[src/rtl/cla_pkg.sv]
package cla_pkg;
  localparam int unsigned SUM_W   = 16;
  localparam int unsigned GROUP_W = 4;
  localparam int unsigned NUM_GRP = SUM_W / GROUP_W;

  // kill / pass / make classification of a bit or group
  typedef struct packed {
    logic pass;
    logic make;
  } pg_t;

  function automatic pg_t classify(input logic x, input logic y);
    pg_t r;
    r.pass = x ^ y;
    r.make = x & y;
    return r;
  endfunction
endpackage

[src/rtl/cla_unit.sv]
// Lookahead carry unit: carries into N positions from pass/make terms,
// expanded as flat sum-of-products, plus block pass/make outputs.
module cla_unit #(
  parameter int unsigned N = 4
) (
  input  logic [N-1:0] pass_i,
  input  logic [N-1:0] make_i,
  input  logic         cin,
  output logic [N-1:0] carry_o,
  output logic         blk_pass,
  output logic         blk_make
);
  always_comb begin
    logic acc;
    logic prod;
    carry_o[0] = cin;
    for (int j = 0; j < int'(N) - 1; j++) begin
      acc  = 1'b0;
      prod = 1'b1;
      for (int k = j; k >= 0; k--) begin
        acc  = acc | (prod & make_i[k]);
        prod = prod & pass_i[k];
      end
      carry_o[j+1] = acc | (prod & cin);
    end
  end

  always_comb begin
    logic acc;
    logic prod;
    acc  = 1'b0;
    prod = 1'b1;
    for (int k = int'(N) - 1; k >= 0; k--) begin
      acc  = acc | (prod & make_i[k]);
      prod = prod & pass_i[k];
    end
    blk_make = acc;
    blk_pass = prod;
  end
endmodule

[src/rtl/cla_group.sv]
// One first-level group: bit classification, internal carries, sums.
module cla_group
  import cla_pkg::*;
#(
  parameter int unsigned W = GROUP_W
) (
  input  logic [W-1:0] x,
  input  logic [W-1:0] y,
  input  logic         cin,
  output logic [W-1:0] s,
  output logic         grp_pass,
  output logic         grp_make
);
  logic [W-1:0] bit_pass;
  logic [W-1:0] bit_make;
  logic [W-1:0] bit_carry;

  for (genvar i = 0; i < W; i++) begin : g_bit
    pg_t t;
    assign t           = classify(x[i], y[i]);
    assign bit_pass[i] = t.pass;
    assign bit_make[i] = t.make;
  end

  cla_unit #(.N(W)) u_look (
    .pass_i  (bit_pass),
    .make_i  (bit_make),
    .cin     (cin),
    .carry_o (bit_carry),
    .blk_pass(grp_pass),
    .blk_make(grp_make)
  );

  assign s = bit_pass ^ bit_carry;
endmodule

[src/rtl/cla_adder16.sv]
// Two-level carry lookahead adder, top level.
module cla_adder16
  import cla_pkg::*;
(
  input  logic [SUM_W-1:0] opa,
  input  logic [SUM_W-1:0] opb,
  input  logic             cin,
  output logic [SUM_W-1:0] sum,
  output logic             cout
);
  logic [NUM_GRP-1:0] grp_pass;
  logic [NUM_GRP-1:0] grp_make;
  logic [NUM_GRP-1:0] grp_carry;
  logic               top_pass;
  logic               top_make;

  for (genvar g = 0; g < NUM_GRP; g++) begin : g_grp
    cla_group #(.W(GROUP_W)) u_grp (
      .x       (opa[g*GROUP_W +: GROUP_W]),
      .y       (opb[g*GROUP_W +: GROUP_W]),
      .cin     (grp_carry[g]),
      .s       (sum[g*GROUP_W +: GROUP_W]),
      .grp_pass(grp_pass[g]),
      .grp_make(grp_make[g])
    );
  end

  // second level: same equations over group terms
  cla_unit #(.N(NUM_GRP)) u_level2 (
    .pass_i  (grp_pass),
    .make_i  (grp_make),
    .cin     (cin),
    .carry_o (grp_carry),
    .blk_pass(top_pass),
    .blk_make(top_make)
  );

  assign cout = top_make | (top_pass & cin);
endmodule

[config.mk]
export PLATFORM = sky130hd
export DESIGN_NAME = cla_adder16
export DESIGN_NICKNAME = d
export VERILOG_FILES = /design/src/rtl/cla_pkg.sv /design/src/rtl/cla_unit.sv /design/src/rtl/cla_group.sv /design/src/rtl/cla_adder16.sv
export SDC_FILE = /design/constraint.sdc
export NUM_CORES = 1
export LEC_CHECK = 0
export ABC_AREA = 0
export BUFFER_PORTS_ARGS = -buffer_cell sky130_fd_sc_hd__buf_2
export CORE_AREA = 10 10 51 53
export DETAILED_ROUTE_END_ITERATION = 10
export DIE_AREA = 0 0 61 63
export PLACE_DENSITY = 0.84
export SLEW_MARGIN = 20
export SYNTH_ARGS = -nofsm -noshare
export SYNTH_HDL_FRONTEND = slang
export SYNTH_SLANG_ARGS = --single-unit
export TNS_END_PERCENT = 50
[constraint.sdc]
create_clock -name vclk -period 6
set_input_delay 0.6 -clock vclk [all_inputs]
set_output_delay 0.6 -clock vclk [all_outputs]
set_load 0.005 [all_outputs]
==> metrics.yaml, run 1 <==
status: "finished clean"
wire_per_inst_um: 13.30
seqCellArea_um2: 0
synth_nets: 142
synth_fa_ha_area_share_pct: 38.16
die_area_um2: 3843
port_buffers: 50
hold_slack_ns: 1.557
grtUsageTotal_pct: 10.60
seqPwrFrac_pct: 0
grt_pass1_vias: 914
synthTopCellsByArea: "ha_1 (27%), fa_1 (11%), xnor2_1 (6.0%)"
synth_mux_area_share_pct: 0
cts_hold_buffers: 0
p_total_mw: 0.1113
drv_cap: 0
synth_top_family_by_area: "adder cells"
final_common_cell: "buf_2"
fin_crit_ns: 3.201
antenna_found_initial: 0
ant_nets: 0
routed_wl_um: 2061
start_kind: "primary input"
final-instance-count-excl-fill: 155
final_layout_size_suffix_gt1_share_pct: 40.58
ir_worst_vdd_v: 0.00005370
grt_start_max_net_pins: 8
layout.nets: 193
gp_congestion: 0.7926
synth_top_cell_by_area: "ha_1"
grt_first_pass_wirelength_um: 3539
finalHoldViolations: 0
syn_inst: 89
initial_core_util_pct: 44.47
post_cts_buffers: 0
multiInputGateArea_um2: 700.7
drt_iter0_markers: 6
cp.arrival_ns: 2.60
syn_area_per_cell_um2: 8.252
vias: 810
core.rowCount: 15
cts_resized: 0
internal_power_mw: 0.05692
gr-total-overflow: 0
seq_cells: 0
fmax_mhz: 312.4
yosys.area_share.simple_pct: 20.95
slew_viol_final: 0
place_inst: 155
yosysWarningCount: 0
final_cell_mix: "buf_2 (50), ha_1 (16), inv_1 (8)"
io_pins: 50
n_antenna_cell: 0
crit_required_ns: 5.40
fin_crit_sh_pct: 53.35
crit_type: "in2out"
clockBufferCount: 0
fin_setup_tns_ns: 0
leakage_nw: 0.5729
via_per_inst: 5.226
die_h_um: 63
pwr-share-clk_pct: 0
worst_pin_slew_ns: 0.3081
setup_viol: 0
ys_types: 29
end_kind: "output port"
synthXorXnorAreaFrac_pct: 10.73
area_growth_pct: 36.46
switching_power_mw: 0.05436
nFillCells: 163
synth_compound_area_share_pct: 25.55
place_hpwl_um: 1982
powerDensity_nw_per_um2: 111.0
ys_seq_area_share_pct: 0
yosys.area.top_type_share_pct: 27.26
sw_frac_of_total_pct: 48.85
dr.pass1.iters: 4
pwr-share-comb_pct: 100.0
slew_headroom_pct: 79.46
drc: 0
rsz0062_at_grt: "no"
die_x_um: 61
synth_area_um2: 734.5
core_um2: 1652
cp_max_fo: 4
hp-class: "in2out"
[layer usage]
layer	part of all wire, %	track usage [%]
met1	36	10.65
met3	11	3.862
met4	0	0
met2	53	20.54
met5	0	0
[worst max-delay path, cell delays in order]
cell      delay [ns]
buf_2           0.10
ha_1            0.33
and2_4          0.19
a221oi_2        0.32
a21oi_2         0.12
nor2_4          0.16
o21bai_2        0.09
fa_1            0.39
xor2_1          0.17
buf_2           0.13
[cells in the mapped netlist (all sizes together), types with 2 or more instances]
cell type and instances:
ha 16, inv 8, a21oi 7, nor2 7, a21o 5, nand3 5, xnor2 5, fa 4
nand2 4, xor2 4, nor2b 3, o21bai 3, nand4 2, o21ai 2, o311a 2, o31ai 2
[power by group through the flow]
stage	sequential, mW	clock (mW)	combinational (mW)
2_1_floorplan	0	0	0.0686
3_5_place_dp	0	0	0.114
5_1_grt	0	0	0.128
3_3_place_gp	0	0	0.110
4_1_cts	0	0	0.114
6_report	0	0	0.111
[layout make-up]
class | instances | share of cell area (%)
multi-input cells | 80 | 69.91
repair buffers | 50 | 24.97
inverters | 8 | 2.996
well taps | 17 | 2.122
[logic make-up after synthesis]
group                      after synthesis
and+or+nand+nor                         26
AOI/OAI and AO/OA                       25
adders and majority gates               20
xor gates and xnor gates                 9
buffers and inverters                    9
[stage by stage]
stage | util, % | setup WS, ns | cell area (um2)
after global routing | 60.68 | 2.672 | 1002
after global placement | 60.68 | 2.859 | 1002
after CTS | 60.68 | 2.781 | 1002
final | 60.68 | 2.799 | 1002
after floorplan | - | 3.129 | 734.5
after detailed placement | 60.68 | 2.782 | 1002
[final timing paths]
check | start | end | slack, ns | depth (start not counted)
hold / removal | opb[8] | sum[8] | 1.56 | 3
setup / recovery | opa[2] | sum[13] | 2.80 | 10
Note: power is estimated with default switching activity, not from simulation.
==> run 2: changes to the inputs <==
--- a/config.mk
+++ b/config.mk
@@ -7,10 +7,10 @@
 export LEC_CHECK = 0
 export ABC_AREA = 0
 export BUFFER_PORTS_ARGS = -buffer_cell sky130_fd_sc_hd__buf_2
-export CORE_AREA = 10 10 51 53
+export CORE_AREA = 10 10 52 54
 export DETAILED_ROUTE_END_ITERATION = 10
-export DIE_AREA = 0 0 61 63
-export PLACE_DENSITY = 0.84
+export DIE_AREA = 0 0 62 64
+export PLACE_DENSITY = 0.8
 export SLEW_MARGIN = 20
 export SYNTH_ARGS = -nofsm -noshare
 export SYNTH_HDL_FRONTEND = slang
==> constraint.sdc (replaced) <==
create_clock -name vclk -period 3.1
set_input_delay 0.31 -clock vclk [all_inputs]
set_output_delay 0.31 -clock vclk [all_outputs]
set_load 0.005 [all_outputs]
==> run 2 against run 1 <==
Effect of this change: first-iteration DRC count up 120%; total power up 94%; cell count up 5.2%; non-clock buffer count unchanged; utilization down 1.4 points; combinational power up 94%; critical path depth unchanged; sequential cell count unchanged; global-route usage down 0.71 points; hold slack worse by 0.58 ns; sequential share of layout area unchanged; via count up 4.1%.
==> metrics.yaml, run 2 (synthesized netlist as in run 1, its figures left out) <==
setup_viol: 0
ant_nets: 0
crit_type: "in2out"
seqCellArea_um2: 0
slew_headroom_pct: 79.86
crit_required_ns: 2.79
gr-total-overflow: 0
gp_congestion: 0.7804
final_common_cell: "buf_2"
die_h_um: 64
grt_pass1_vias: 862
cp_slowest_stage_delay_ns: 0.39
path_cells: "buf_2 -> ha_1 -> and2_4 -> a221oi_2 -> a21oi_2 -> nor2_4 -> o21bai_2 -> fa_1 -> xor2_1 -> buf_2"
final_layout_size_suffix_gt1_share_pct: 40.58
place_inst: 163
die_area_um2: 3968
powerDensity_nw_per_um2: 212.9
drc: 0
grtUsageTotal_pct: 9.881
cp.arrival_ns: 2.31
finish.utilization_pct: 59.27
grt_start_max_net_pins: 8
place_hpwl_um: 1908
hp-class: "in2out"
leakage_nw: 0.5729
rsz0062_at_grt: "no"
cts_hold_buffers: 0
slowest_stage: "fa_1"
cp_max_fo: 4
cp_common_cell: "buf_2"
io_pins: 50
layout.nets: 193
start_kind: "primary input"
port_buffers: 50
wire_per_inst_um: 12.26
fmax_mhz: 382.3
fin_setup_tns_ns: 0
ir_worst_vdd_v: 0.00009784
drt_iter0_markers: 13
cts_resized: 0
post_cts_buffers: 0
area_growth_pct: 37.82
fin_crit_ns: 2.616
via_per_inst: 5.172
final_cell_mix: "buf_2 (50), ha_1 (16), inv_1 (8)"
seq_cells: 0
antenna_found_initial: 0
drv_cap: 0
core_um2: 1708
status: "finished clean"
die_x_um: 62
final-instance-count-excl-fill: 163
final.setup.worst_slack_ns: 0.4843
initial_core_util_pct: 43.00
vias: 843
finalHoldViolations: 0
p_total_mw: 0.2155
fin_crit_sh_pct: 84.38
n_antenna_cell: 0
end_kind: "output port"
worst_pin_slew_ns: 0.3021
routed_wl_um: 1999
dpl_worst_slack_ns: 0.4842
core.rowCount: 15
slew_viol_final: 0
dr.pass1.iters: 6
clockBufferCount: 0
grt_first_pass_wirelength_um: 3360
run 2: cell counts in the layout (fill, tap and decap cells not counted):
No cell type changed its count.
run 2: routing by layer:
layer	vias up	GRT usage (%)	routed length (um)
met2	31	19.74	1045
met5	-	0	0
met3	0	3.755	240
li1	425	-	-
met1	387	9.253	713
met4	0	0.5587	0
run 2: per-stage QoR:
| stage | instance area [um2] | hold WS [ns] |
|---|---|---|
| floorplan | 734.5 | 0.7719 |
| finish | 1012 | 0.9807 |
| global placement | 1012 | 0.9768 |
| global route | 1012 | 1.012 |
| detailed placement | 1012 | 0.9850 |
| CTS | 1012 | 0.9855 |
run 2: power by group:
part / total [mW] / switching, mW / leakage, nW / internal (mW)
clock network: 0 / 0 / 0 / 0
logic: 0.215 / 0.105 / 0.573 / 0.110
registers: 0 / 0 / 0 / 0
run 2: final cells by class:
cell class	count	area [um2]
multi-input combinational	80	700.7
fill	180	695.7
timing repair buffer	50	250.2
tap	25	31.28
inverter	8	30.03
run 2: final timing paths:
kind	from	end	slack (ns)	cells past startpoint
min	opb[12]	sum[12]	0.98	3
max	opa[3]	sum[13]	0.48	10
run 2: critical path, delay by kind of cell:
kind                       cells  cell delay [ns]
adders and majority gates      2             0.73
AOI/OAI and AO/OA              3             0.53
and+or+nand+nor                2             0.34
buffers and inverters          2             0.23
xor gates and xnor gates       1             0.17
